File: src/rtl/modem_tx_pkg.sv
package modem_tx_pkg;

    typedef enum logic [1:0] {
        FR_ODD   = 2'b00,
        FR_EVEN  = 2'b01,
        FR_PLAIN = 2'b10,
        FR_SYNC  = 2'b11
    } framing_e;

    typedef enum logic [1:0] {
        PAT_FLIP = 2'b00,
        PAT_MARK = 2'b01,
        PAT_ZERO = 2'b10,
        PAT_ONES = 2'b11
    } pattern_e;

endpackage

File: src/rtl/tx_hold_buf.sv
module tx_hold_buf #(
    parameter int DATA_W = 8
) (
    input  logic              clk,
    input  logic              rst_n,
    input  logic              wr_norm,
    input  logic              wr_alt,
    input  logic [DATA_W-1:0] wr_data,
    input  logic              pop,
    output logic              full,
    output logic              hold_alt,
    output logic [DATA_W-1:0] hold_data
);

    typedef struct packed {
        logic              full;
        logic              alt;
        logic [DATA_W-1:0] data;
    } hold_t;

    hold_t hb_d, hb_q;
    logic  any_wr;

    assign any_wr = wr_norm | wr_alt;

    always_comb begin
        hb_d = hb_q;
        if (pop) begin
            hb_d.full = 1'b0;
        end
        if (any_wr) begin
            hb_d.full = 1'b1;
            hb_d.alt  = wr_alt & ~wr_norm;
            hb_d.data = wr_data;
        end
    end

    always_ff @(posedge clk or negedge rst_n) begin
        if (!rst_n) begin
            hb_q <= '0;
        end else begin
            hb_q <= hb_d;
        end
    end

    assign full      = hb_q.full;
    assign hold_alt  = hb_q.alt;
    assign hold_data = hb_q.data;


    fill_on_write_chk: assert property (@(posedge clk) disable iff (!rst_n)
        any_wr |=> full);


    empty_after_pop_chk: assert property (@(posedge clk) disable iff (!rst_n)
        (pop && !any_wr) |=> !full);

endmodule

File: src/rtl/tx_frame_build.sv
module tx_frame_build
    import modem_tx_pkg::*;
#(
    parameter int DATA_W  = 8,
    parameter int FRAME_W = DATA_W + 4,
    parameter int CNT_W   = $clog2(FRAME_W + 1)
) (
    input  logic [DATA_W-1:0]  data,
    input  logic               alt,
    input  logic [2:0]         shape,
    input  logic [1:0]         framing,
    output logic [FRAME_W-1:0] frame,
    output logic [CNT_W-1:0]   frame_len
);

    localparam int MIN_DATA = DATA_W - 3;

    logic [CNT_W-1:0]  n_data;
    logic [CNT_W-1:0]  n_stop;
    logic              par_en;
    logic              par_bit;
    logic [DATA_W-1:0] masked;

    assign n_data = CNT_W'(MIN_DATA) + CNT_W'(shape[2:1]);
    assign n_stop = CNT_W'(1) + CNT_W'(shape[0]) - CNT_W'(alt);
    assign par_en = (framing != FR_PLAIN);

    for (genvar gi = 0; gi < DATA_W; gi++) begin : g_mask
        assign masked[gi] = (CNT_W'(gi) < n_data) ? data[gi] : 1'b0;
    end

    assign par_bit = (framing == FR_EVEN) ? (^masked) : ~(^masked);

    always_comb begin
        frame    = '1;
        frame[0] = 1'b0;
        for (int i = 0; i < DATA_W; i++) begin
            if (CNT_W'(i) < n_data) begin
                frame[i+1] = masked[i];
            end
        end
        if (par_en) begin
            frame[int'(n_data) + 1] = par_bit;
        end
    end

    assign frame_len = CNT_W'(1) + n_data + CNT_W'(par_en) + n_stop;

endmodule

File: src/rtl/tx_shift_engine.sv
module tx_shift_engine
    import modem_tx_pkg::*;
#(
    parameter int DATA_W  = 8,
    parameter int FRAME_W = DATA_W + 4,
    parameter int CNT_W   = $clog2(FRAME_W + 1)
) (
    input  logic               clk,
    input  logic               rst_n,
    input  logic               bit_en,
    input  logic               any_wr,
    input  logic [2:0]         shape,
    input  logic [1:0]         framing,
    input  logic               buf_full,
    input  logic [DATA_W-1:0]  buf_data,
    input  logic [FRAME_W-1:0] frame,
    input  logic [CNT_W-1:0]   frame_len,
    output logic               pop,
    output logic               tx_bit,
    output logic               underflow
);

    typedef struct packed {
        logic               tx_bit;
        logic               underflow;
        logic [CNT_W-1:0]   rem;
        logic [FRAME_W-1:0] shreg;
        logic [DATA_W-1:0]  last;
    } shift_t;

    shift_t sh_d, sh_q;
    logic   uf_set;
    logic   is_sync;
    logic   boundary;
    logic [DATA_W-1:0] sync_byte;

    assign is_sync  = (framing == FR_SYNC);
    assign boundary = (sh_q.rem == '0);

    always_comb begin
        sh_d      = sh_q;
        pop       = 1'b0;
        uf_set    = 1'b0;
        sync_byte = sh_q.last;
        if (bit_en) begin
            if (!boundary) begin
                sh_d.tx_bit = sh_q.shreg[0];
                sh_d.shreg  = {1'b1, sh_q.shreg[FRAME_W-1:1]};
                sh_d.rem    = sh_q.rem - CNT_W'(1);
            end else if (is_sync) begin
                if (shape[2]) begin
                    if (buf_full) begin
                        sync_byte = buf_data;
                        pop       = 1'b1;
                        sh_d.last = buf_data;
                    end else begin
                        uf_set = 1'b1;
                    end
                    sh_d.tx_bit = sync_byte[0];
                    sh_d.shreg  = {{(FRAME_W-DATA_W+1){1'b1}}, sync_byte[DATA_W-1:1]};
                    sh_d.rem    = CNT_W'(DATA_W - 1);
                end else begin
                    unique case (pattern_e'(shape[1:0]))
                        PAT_FLIP: sh_d.tx_bit = ~sh_q.tx_bit;
                        PAT_ZERO: sh_d.tx_bit = 1'b0;
                        PAT_ONES: sh_d.tx_bit = 1'b1;
                        default:  sh_d.tx_bit = 1'b1;
                    endcase
                end
            end else begin
                if (buf_full) begin
                    pop         = 1'b1;
                    sh_d.tx_bit = frame[0];
                    sh_d.shreg  = {1'b1, frame[FRAME_W-1:1]};
                    sh_d.rem    = frame_len - CNT_W'(1);
                end else begin
                    uf_set      = 1'b1;
                    sh_d.tx_bit = 1'b1;
                end
            end
        end
        if (any_wr) begin
            sh_d.underflow = 1'b0;
        end else if (uf_set) begin
            sh_d.underflow = 1'b1;
        end
    end

    always_ff @(posedge clk or negedge rst_n) begin
        if (!rst_n) begin
            sh_q        <= '0;
            sh_q.tx_bit <= 1'b1;
        end else begin
            sh_q <= sh_d;
        end
    end

    assign tx_bit    = sh_q.tx_bit;
    assign underflow = sh_q.underflow;


    hold_between_strobes_chk: assert property (@(posedge clk) disable iff (!rst_n)
        !bit_en |=> $stable(tx_bit));


    idle_mark_chk: assert property (@(posedge clk) disable iff (!rst_n)
        (bit_en && boundary && !is_sync && !buf_full) |=> tx_bit);


    underflow_clear_chk: assert property (@(posedge clk) disable iff (!rst_n)
        any_wr |=> !underflow);


    sync_repeat_chk: assert property (@(posedge clk) disable iff (!rst_n)
        (bit_en && boundary && is_sync && shape[2] && !buf_full)
        |=> (tx_bit == $past(sh_q.last[0])));


    zero_pattern_chk: assert property (@(posedge clk) disable iff (!rst_n)
        (bit_en && boundary && is_sync && shape == 3'b010) |=> !tx_bit);

endmodule

File: src/rtl/modem_tx_serializer.sv
module modem_tx_serializer
    import modem_tx_pkg::*;
#(
    parameter int DATA_W = 8
) (
    input  logic              clk,
    input  logic              rst_n,
    input  logic              bit_en,
    input  logic              wr_norm,
    input  logic              wr_alt,
    input  logic [DATA_W-1:0] wr_data,
    input  logic [2:0]        cfg_shape,
    input  logic [1:0]        cfg_framing,
    output logic              tx_bit,
    output logic              tx_ready,
    output logic              tx_underflow
);

    localparam int FRAME_W = DATA_W + 4;
    localparam int CNT_W   = $clog2(FRAME_W + 1);

    logic               buf_full;
    logic               buf_alt;
    logic [DATA_W-1:0]  buf_data;
    logic               pop;
    logic [FRAME_W-1:0] frame;
    logic [CNT_W-1:0]   frame_len;
    logic               any_wr;

    assign any_wr = wr_norm | wr_alt;

    tx_hold_buf #(.DATA_W(DATA_W)) u_hold (
        .clk       (clk),
        .rst_n     (rst_n),
        .wr_norm   (wr_norm),
        .wr_alt    (wr_alt),
        .wr_data   (wr_data),
        .pop       (pop),
        .full      (buf_full),
        .hold_alt  (buf_alt),
        .hold_data (buf_data)
    );

    tx_frame_build #(.DATA_W(DATA_W), .FRAME_W(FRAME_W), .CNT_W(CNT_W)) u_frame (
        .data      (buf_data),
        .alt       (buf_alt),
        .shape     (cfg_shape),
        .framing   (cfg_framing),
        .frame     (frame),
        .frame_len (frame_len)
    );

    tx_shift_engine #(.DATA_W(DATA_W), .FRAME_W(FRAME_W), .CNT_W(CNT_W)) u_shift (
        .clk       (clk),
        .rst_n     (rst_n),
        .bit_en    (bit_en),
        .any_wr    (any_wr),
        .shape     (cfg_shape),
        .framing   (cfg_framing),
        .buf_full  (buf_full),
        .buf_data  (buf_data),
        .frame     (frame),
        .frame_len (frame_len),
        .pop       (pop),
        .tx_bit    (tx_bit),
        .underflow (tx_underflow)
    );

    assign tx_ready = ~buf_full;


    ready_after_write_chk: assert property (@(posedge clk) disable iff (!rst_n)
        any_wr |=> !tx_ready);


    pattern_keeps_buffer_chk: assert property (@(posedge clk) disable iff (!rst_n)
        (bit_en && cfg_framing == 2'b11 && !cfg_shape[2] && !tx_ready && !any_wr)
        |=> !tx_ready);

endmodule

File: config.mk
export PLATFORM = sky130hd
export DESIGN_NAME = modem_tx_serializer
export DESIGN_NICKNAME = d
export VERILOG_FILES = /design/src/rtl/modem_tx_pkg.sv /design/src/rtl/tx_hold_buf.sv /design/src/rtl/tx_frame_build.sv /design/src/rtl/tx_shift_engine.sv /design/src/rtl/modem_tx_serializer.sv
export SDC_FILE = /design/constraint.sdc
export NUM_CORES = 1
export LEC_CHECK = 0
export ABC_CLOCK_PERIOD_IN_PS = 5100
export BUFFER_PORTS_ARGS = -buffer_cell sky130_fd_sc_hd__buf_2
export CAP_MARGIN = 20
export CORE_UTILIZATION = 45
export DETAILED_ROUTE_END_ITERATION = 6
export MAX_ROUTING_LAYER = met4
export PLACE_DENSITY = 0.61
export SYNTH_ARGS = -nofsm -noshare
export SYNTH_HDL_FRONTEND = slang
export SYNTH_SLANG_ARGS = --single-unit
File: constraint.sdc
create_clock -name clk -period 5.1 [get_ports clk]
set_input_delay 0.255 -clock clk [delete_from_list [all_inputs] [get_ports clk]]
set_output_delay 0.255 -clock clk [all_outputs]
set_load 0.005 [all_outputs]
==> flow_summary.ini, run 1 <==
[cts]
cts_hold_buf = 0
cts_max_path_buffers = 2
clk_pin_slew_ns = 0.08
postCtsSetupBuffers = 0
cts_root_buffer = clkbuf_8
htreeDepth = 2
cts_sinks = 36
cts_inserted_buffers = 5
cts_tree = built
clkLatencyLatePin_ns = 0.29
ctsResizeCount = 0

[sta]
period_share = 0.508
finalHoldWorstSlack_ns = 0.0584
fin_setup_tns_ns = 0
final_hold_viol_count = 0
slew_headroom = 0.424
fin_ws_ns = 2.51
rsz0062_at_grt = false
max_freq_ghz = 0.386
finalSetupViolations = 0
fin_crit_ns = 2.59
skew_ns = 0.00864
worst_slew_pin_slew_ns = 0.860
slew_viol_final = 0

[routing]
routed_via_density = 5.56
antenna_left = 0
drtIter0Drc = 107
drc_errors = 0
wl_per_cell_um = 15.3
via_count = 1730
drtPass1Iterations = 4
postRouteWirelength_mm = 4.75

[yosys]
ys_top_cells_by_count = dfrtp_1, mux2_2, nand2_1
post_synth_num_cell_types = 45
ys_warn_count = 0
ys_dominant_reg_cell = dfrtp_1
synth_area_leader_cell = dfrtp_1
postSynthAreaPerCell_um2 = 10.1
ys_top_cells_by_area = dfrtp_1, mux2_2, ha_1, nand2_1, o21ai_0
synth_area_um2 = 2270
syn_inst = 225
yosysTopAreaCellShare = 0.386
synth_edf_count = 0
ys_ff_latch = 36
synth.most_common_cell = dfrtp_1
seq_area_frac_synth = 0.398
syn-num-nets = 258
async_reset_ff_frac = 1.00

[placement]
place_congestion = 0.844
dpl_worst_slack_ns = 2.36
dp_hpwl_mm = 3.52
io_buffers = 20
placed_area_um2 = 2420

[final_layout]
post-route-cell-area_um2 = 2520
drive_above_1_share = 0.238
n_antenna_cell = 0
final_core_util = 0.528
seq_area_um2 = 902
area_growth_pct = 11.4
filler_cell_count = 441
nets = 276
multi_input_area_um2 = 1280

[critical_path]
regToRegStartpoint = u_shift.sh_q[20]$_DFFE_PN0P_
startpoint_type = register
critPathCaptureType = register
endpoint = u_shift.sh_q[1]$_DFFE_PN0P_
crit_path_max_fanout = 10
rr_endpoint = u_shift.sh_q[1]$_DFFE_PN0P_
reg2reg_depth = 6
worstPathArrival_ns = 2.76
worstSetupPathType = register to register
cp-startpoint = u_shift.sh_q[20]$_DFFE_PN0P_
ff2ff_setup_slack_ns = 2.51
critPathRequiredTime_ns = 5.27

[grt]
grt_start_max_net_pins = 37
grt_antenna_before_repair = 0
grt_pass1_wl_mm = 8.07
grt_use_total = 0.207
grt_pass1_vias = 1620
grt-ovfl-total = 0

[power]
p_leak_nw = 1.15
power_density_nw_per_um2 = 396
ir_drop_mv = 0.126

[floorplanning]
initial_core_util = 0.474
die-area_um2 = 5330
rows = 25
core_area_um2 = 4790
ios = 21
fp.dieH_um = 73.0
die_w_um = 73.0

[min_path]
hold_path_class = input port to asynchronous set/reset pin

[run_status]
status = complete, no violations

[flow_run]
drv_cap = 0
[kinds of logic (layout without fill, tap and decap cells)]
family	Yosys count	in the layout	synth area share
buffers and inverters	22	41	0.0364
muxes	25	25	0.123
AOI/OAI and AO/OA	56	56	0.164
DFF	36	36	0.398
adders and majority gates	15	15	0.0894
and+or+nand+nor	62	62	0.141
xor gates and xnor gates	9	9	0.0480
[registers in the layout, indices dropped and copies added, names as in the netlist]
| signal | flops |
|---|---|
| u_hold.full | 1 |
| u_hold.hold_alt | 1 |
| u_hold.hold_data | 8 |
| u_shift.sh_q | 24 |
| u_shift.tx_bit | 1 |
| u_shift.underflow | 1 |
[worst max-delay path: stages, from the launching register on]
cell and delay (ns):
dfrtp_1 0.41, inv_1 0.08, ha_1 0.27, nor3b_2 0.55, nand2_1 0.25, nor4_4 0.51
mux2_2 0.40
[where the power goes]
group / internal, mW / switching (mW) / total (mW)
combinational: 0.152 / 0.171 / 0.323
clock: 0.145 / 0.104 / 0.249
sequential: 0.367 / 0.0602 / 0.428
[layout by cell type, fill, tap and decap left out, types with 2 or more instances in the layout]
| cell | synthesis | final |
|---|---|---|
| buf_2 | 0 | 20 |
| a221o_1 | 4 | 4 |
| dfrtp_1 | 35 | 35 |
| a21oi_1 | 10 | 10 |
| o21ai_0 | 15 | 15 |
| nor2b_1 | 3 | 3 |
| fa_1 | 2 | 2 |
| a31oi_1 | 6 | 6 |
| inv_1 | 13 | 13 |
| nor3_1 | 8 | 8 |
| nor2_1 | 13 | 13 |
| xor2_1 | 4 | 4 |
| nand3_1 | 4 | 4 |
| clkbuf_8 | 0 | 5 |
| o21ai_1 | 4 | 4 |
| a22oi_1 | 3 | 3 |
| nand2_1 | 22 | 22 |
| nand2b_1 | 4 | 4 |
| mux2i_1 | 2 | 2 |
| o211ai_1 | 2 | 2 |
| mux2_2 | 22 | 22 |
| xnor2_1 | 3 | 3 |
| xnor3_2 | 2 | 2 |
| ha_1 | 13 | 13 |
[layer usage]
| metal | GRT usage | up-vias | routed length [µm] |
|---|---|---|---|
| li1 | - | 845 | - |
| met1 | 0.292 | 847 | 2410 |
| met2 | 0.296 | 30 | 2090 |
| met3 | 0.0497 | 8 | 184 |
| met4 | 0.0588 | 0 | 64 |
| met5 | - | - | 0 |
[how the worst min path moves through the flow]
stage | cells after the start | slack (ns) | startpoint | end
global placement | 1 | 0.40 | rst_n | u_shift.sh_q[23]$_DFFE_PN0P_
CTS | 1 | 0.09 | rst_n | u_shift.sh_q[20]$_DFFE_PN0P_
floorplan | 0 | -0.04 | rst_n | u_hold.full$_DFFE_PN0P_
global route | 2 | 0.12 | wr_norm | u_hold.hold_alt$_DFFE_PN0N_
finish | 1 | 0.06 | rst_n | u_shift.sh_q[23]$_DFFE_PN0P_
detailed placement | 1 | 0.41 | rst_n | u_shift.sh_q[23]$_DFFE_PN0P_
[cell type report]
cell class | count | share of cell area
multi-input cells | 167 | 0.508
flip-flops and latches | 36 | 0.357
repair buffers | 20 | 0.0396
well taps | 67 | 0.0332
clock buffers | 6 | 0.0287
inverters | 13 | 0.0193
clock inverters | 2 | 0.0139
[per-stage QoR]
step / power (mW) / instances
floorplan: 0.671 / 225
global placement: 0.750 / 303
detailed placement: 0.755 / 303
CTS: 1.00 / 311
global route: 1.07 / 311
finish: 1.00 / 311
No activity file was read; power rests on OpenSTA's default activity.
==> inputs of run 2 (changes only) <==
Settings changed: ABC_CLOCK_PERIOD_IN_PS 5100 to 2500.
Clock period 5.1 ns to 2.5 ns, I/O delays scaled along.
==> run 2 against run 1 <==
Net effect: flip-flop and latch count stayed put; count of clock-buffer cells in the layout unchanged; sequential share of layout area shrank 2.3 points; critical path depth is 1 higher; maximum frequency up 13%; worst hold slack gained 0.0016 ns; clock skew fell by 0.0036 ns; register-to-register slack got worse by 2.3 ns; via count increased by 2.6%; largest cell class unchanged; largest power group unchanged.
==> flow_summary.ini, run 2 (synthesis results as in run 1) <==
[final_layout]
layout.cells.non_filler = 332
top_register = u_shift.sh_q
final_core_util = 0.564
drive_above_1_share = 0.291
final_cell_mix = dfrtp_1, nand2_1, mux2_2
nets = 297
largest_reg_flops = 24
area_growth_pct = 19.1
final_common_cell = dfrtp_1
n_antenna_cell = 0
post-route-cell-area_um2 = 2700

[floorplanning]
die_w_um = 73.0
initial_core_util = 0.474
fp.dieH_um = 73.0
core_area_um2 = 4790
ios = 21
rows = 25
die-area_um2 = 5330

[routing]
postRouteWirelength_mm = 5.01
drtIter0Drc = 139
antenna_left = 0
via_count = 1775
drtPass1Iterations = 4
routed_via_density = 5.35
drc_errors = 0
wl_per_cell_um = 15.1

[sta]
rsz0062_at_grt = false
slew_headroom = 0.439
fin_crit_ns = 2.30
fin_setup_tns_ns = 0
final_hold_viol_count = 0
period_share = 0.918
finalSetupViolations = 0
worst_slew_pin_slew_ns = 0.842
skew_ns = 0.00499
slew_viol_final = 0
max_freq_ghz = 0.436

[cts]
postCtsSetupBuffers = 0
cts_inserted_buffers = 5
cts_sinks = 36
clkLatencyLatePin_ns = 0.29
cts_tree = built
htreeDepth = 2
cts_root_buffer = clkbuf_8
cts_max_path_buffers = 2
clk_pin_slew_ns = 0.07

[power]
p_leak_nw = 1.25
power.total_mw = 2.09
ir_drop_mv = 0.280
power_density_nw_per_um2 = 775

[flow_run]
drv_cap = 0

[critical_path]
crit_path_max_fanout = 2
worstPathArrival_ns = 2.46
critPathCaptureType = register
reg2reg_depth = 7
worstSetupPathType = register to register
critPathRequiredTime_ns = 2.66
startpoint_type = register
ff2ff_setup_slack_ns = 0.20

[placement]
io_buffers = 20
place_congestion = 0.813
dp_hpwl_mm = 3.76
place_inst = 322
placed_area_um2 = 2570

[min_path]
hold_depth = 2
hold_path_class = input port to register

[grt]
grt_pass1_wl_mm = 8.40
grt_start_max_net_pins = 37
grt-ovfl-total = 0
grt_use_total = 0.217
grt_antenna_before_repair = 0
grt_pass1_vias = 1750

[run_status]
status = complete, no violations
[run 2: changes by cell type in the layout (fill, tap and decap cells not counted), sizes merged]
cell         before  now
buf              20   39
dlygate4sd3       0    2
[run 2: area by class of cell]
type	instances	area (µm²)
clock buffers	6	72.6
inverters	13	48.8
fillers	441	2090
well taps	67	83.8
flip-flops and latches	36	902
repair buffers	41	275
clock inverters	2	35.0
multi-input cells	167	1280
[run 2: path summary, 6_finish.rpt]
kind / from / to
worst max-delay path: u_hold.hold_alt$_DFFE_PN0N_ / u_shift.sh_q[22]$_DFFE_PN0P_
worst min-delay path: wr_data[6] / u_hold.hold_data[6]$_DFFE_PN0N_
worst max register to register: u_hold.hold_alt$_DFFE_PN0N_ / u_shift.sh_q[22]$_DFFE_PN0P_
worst min register to register: u_shift.sh_q[19]$_DFFE_PN0P_ / u_shift.sh_q[19]$_DFFE_PN0P_
max in group asynchronous: rst_n / u_hold.hold_data[0]$_DFFE_PN0N_
min in group asynchronous: rst_n / u_shift.sh_q[20]$_DFFE_PN0P_
[run 2: metal layers]
layer / global-route usage / part of all wire
met3: 0.0414 / 0.034
met4: 0.0458 / 0.0070
met2: 0.331 / 0.45
met5: - / 0
met1: 0.301 / 0.51
[run 2: repair_timing]
item / CTS / global route
hold endpoints to repair: 36 / 0
hold buffers: 2 / 0
gates resized for setup: 0 / 0
[run 2: critical path, stage by stage (launching register included)]
cell and delay, ns:
dfrtp_1 0.39, ha_1 0.31, fa_1 0.41, fa_1 0.40, xnor2_1 0.15, a211o_1 0.30
a31oi_1 0.16, a31oi_1 0.05
[run 2: power breakdown]
part	internal (mW)	leakage (nW)	total (mW)	switching, mW
clock network	0.296	0.0552	0.512	0.216
registers	0.750	0.430	0.869	0.119
logic	0.351	0.763	0.710	0.359
[run 2: through the flow]
step | setup slack, ns | hold slack (ns)
floorplan | 0.268 | -0.171
global placement | 0.0622 | 0.271
detailed placement | 0.0142 | 0.275
CTS | 0.214 | 0.0557
global route | 0.124 | 0.0567
finish | 0.204 | 0.0601
==> inputs of run 3 (changes only) <==
--- a/config.mk
+++ b/config.mk
@@ -13,4 +13,6 @@
 export MAX_ROUTING_LAYER = met4
 export PLACE_DENSITY = 0.61
+export RECOVER_POWER = 100
+export SLEW_MARGIN = 25
 export SYNTH_ARGS = -nofsm -noshare
 export SYNTH_HDL_FRONTEND = slang
==> constraint.sdc (replaced) <==
create_clock -name clk -period 2.5 [get_ports clk]
set_input_delay 0.5 -clock clk [delete_from_list [all_inputs] [get_ports clk]]
set_output_delay 0.5 -clock clk [all_outputs]
set_load 0.005 [all_outputs]
==> run 3 against run 2 <==
Net effect: the run now ends with max-capacitance violations, max-slew violations left; power is 2.6% higher; setup slack worse by 0.093 ns; worst hold slack better by 0.30 ns; critical path type is now input port to register; clock skew is 0.0027 ns higher; register-to-register slack worse by 0.05 ns; core utilization is 0.10 points higher; clock power is 12% higher.
==> flow_summary.ini, run 3 (synthesis results as in run 1) <==
[run_status]
status = finished with violations
failed_checks = max-capacitance violations, max-slew violations

[final_layout]
nets = 299
n_antenna_cell = 0
area_growth_pct = 19.3
final_cell_mix = dfrtp_1, nand2_1, mux2_2
layout.cells.non_filler = 334
top_register = u_shift.sh_q
final_common_cell = dfrtp_1
final_core_util = 0.565
drive_above_1_share = 0.285
largest_reg_flops = 24
post-route-cell-area_um2 = 2710
filler_cell_count = 438

[floorplanning]
die_w_um = 73.0
die-area_um2 = 5330
fp.dieH_um = 73.0
initial_core_util = 0.474
ios = 21
rows = 25
core_area_um2 = 4790

[critical_path]
crit_chain = buf_2 > nand2b_1 > inv_1 > ha_1 > fa_1 > fa_1 > xnor2_1 > a211o_1 > a31oi_1 > a31oi_1
critPathRequiredTime_ns = 2.67
critPathCaptureType = register
reg2reg_depth = 7
slowest_stage = fa_1
startpoint_type = input port
rr_endpoint = u_shift.sh_q[22]$_DFFE_PN0P_
worstPathArrival_ns = 2.56
crit_path_max_fanout = 2
cp-startpoint = cfg_framing[0]
ff2ff_setup_slack_ns = 0.15
worstSetupPathType = input port to register
crit_path_max_incr_delay_ns = 0.43
regToRegStartpoint = u_hold.hold_alt$_DFFE_PN0N_

[power]
power_density_nw_per_um2 = 793
p_leak_nw = 1.25
ir_drop_mv = 0.375

[min_path]
hold_path_end = u_hold.hold_alt$_DFFE_PN0N_
hold_depth = 2
hold_path_class = input port to register
hold_start = wr_norm

[sta]
rsz0062_at_grt = false
final_hold_viol_count = 0
slew_viol_final = 37
period_share = 0.955
max_freq_ghz = 0.419
skew_ns = 0.00768
worst_slew_pin_slew_ns = 2.00
fin_ws_ns = 0.112
finalSetupViolations = 0
slew_headroom = -0.334
fin_setup_tns_ns = 0
fin_crit_ns = 2.39

[routing]
drc_errors = 0
antenna_left = 0
routed_via_density = 5.38
drtIter0Drc = 117
drtPass1Iterations = 5
postRouteWirelength_mm = 5.09
via_count = 1796
wl_per_cell_um = 15.2

[flow_run]
drv_cap = 1

[placement]
place_inst = 326
dpl_worst_slack_ns = -0.181
place_congestion = 0.804
placed_area_um2 = 2600
dp_hpwl_mm = 3.81
io_buffers = 20

[cts]
clk_pin_slew_ns = 0.08
cts_max_path_buffers = 2
cts_sinks = 36
cts_root_buffer = clkbuf_8
cts_inserted_buffers = 5
cts_tree = built
clkLatencyLatePin_ns = 0.29
htreeDepth = 2

[grt]
grt_pass1_vias = 1761
grt-ovfl-total = 0
grt_antenna_before_repair = 0
grt_start_max_net_pins = 37
grt_use_total = 0.221
grt_pass1_wl_mm = 8.51
-- run 3: worst max path at each step --
stage | to | slack, ns | depth (start not counted)
finish | u_shift.sh_q[22]$_DFFE_PN0P_ | 0.11 | 10
global route | u_shift.sh_q[11]$_DFFE_PN0P_ | 0.01 | 11
CTS | u_shift.sh_q[22]$_DFFE_PN0P_ | 0.14 | 10
detailed placement | u_shift.sh_q[22]$_DFFE_PN0P_ | -0.18 | 10
global placement | u_shift.sh_q[12]$_DFFE_PN0P_ | -0.14 | 11
floorplan | u_shift.sh_q[17]$_DFFE_PN0P_ | 0.02 | 10
-- run 3: per-stage QoR --
| stage | total power [mW] | hold WS [ns] |
|---|---|---|
| floorplan | 1.37 | 0.204 |
| CTS | 2.17 | 0.322 |
| detailed placement | 1.59 | 0.458 |
| finish | 2.14 | 0.361 |
| global placement | 1.57 | 0.454 |
| global route | 2.29 | 0.349 |
-- run 3: worst max-delay path, delay by kind of cell --
family	cells	cell delay, ns
AO/OA/AOI/OAI	3	0.51
XOR/XNOR	1	0.16
adder cells (fa/ha/maj)	3	1.07
buffers and inverters	2	0.16
AND/OR/NAND/NOR	1	0.15
-- run 3: routing by layer --
| layer | GRT usage | part of all wire | up-vias |
|---|---|---|---|
| li1 | - | - | 890 |
| met1 | 0.293 | 0.49 | 870 |
| met2 | 0.343 | 0.46 | 32 |
| met3 | 0.0414 | 0.041 | 4 |
| met4 | 0.0719 | 0.0079 | 0 |
| met5 | - | 0 | - |
-- run 3: layout make-up --
class	instances	area [µm²]	area share
multi-input combinational	167	1280	0.474
sequential	36	902	0.333
timing repair buffer	43	263	0.0971
clock buffer	7	96.3	0.0356
tap	67	83.8	0.0310
inverter	13	48.8	0.0180
clock inverter	1	30.0	0.0111
-- run 3: power by group --
group          internal, mW  switching [mW]
clock                 0.352           0.221
combinational         0.343           0.358
sequential            0.748           0.123
-- run 3: what timing repair did --
action                                  CTS  global route
gates resized for setup                   0             1
hold endpoints to repair                  0             0
endpoints found under the setup margin    0             1
buffers inserted                          0             0
hold buffers                              0             0
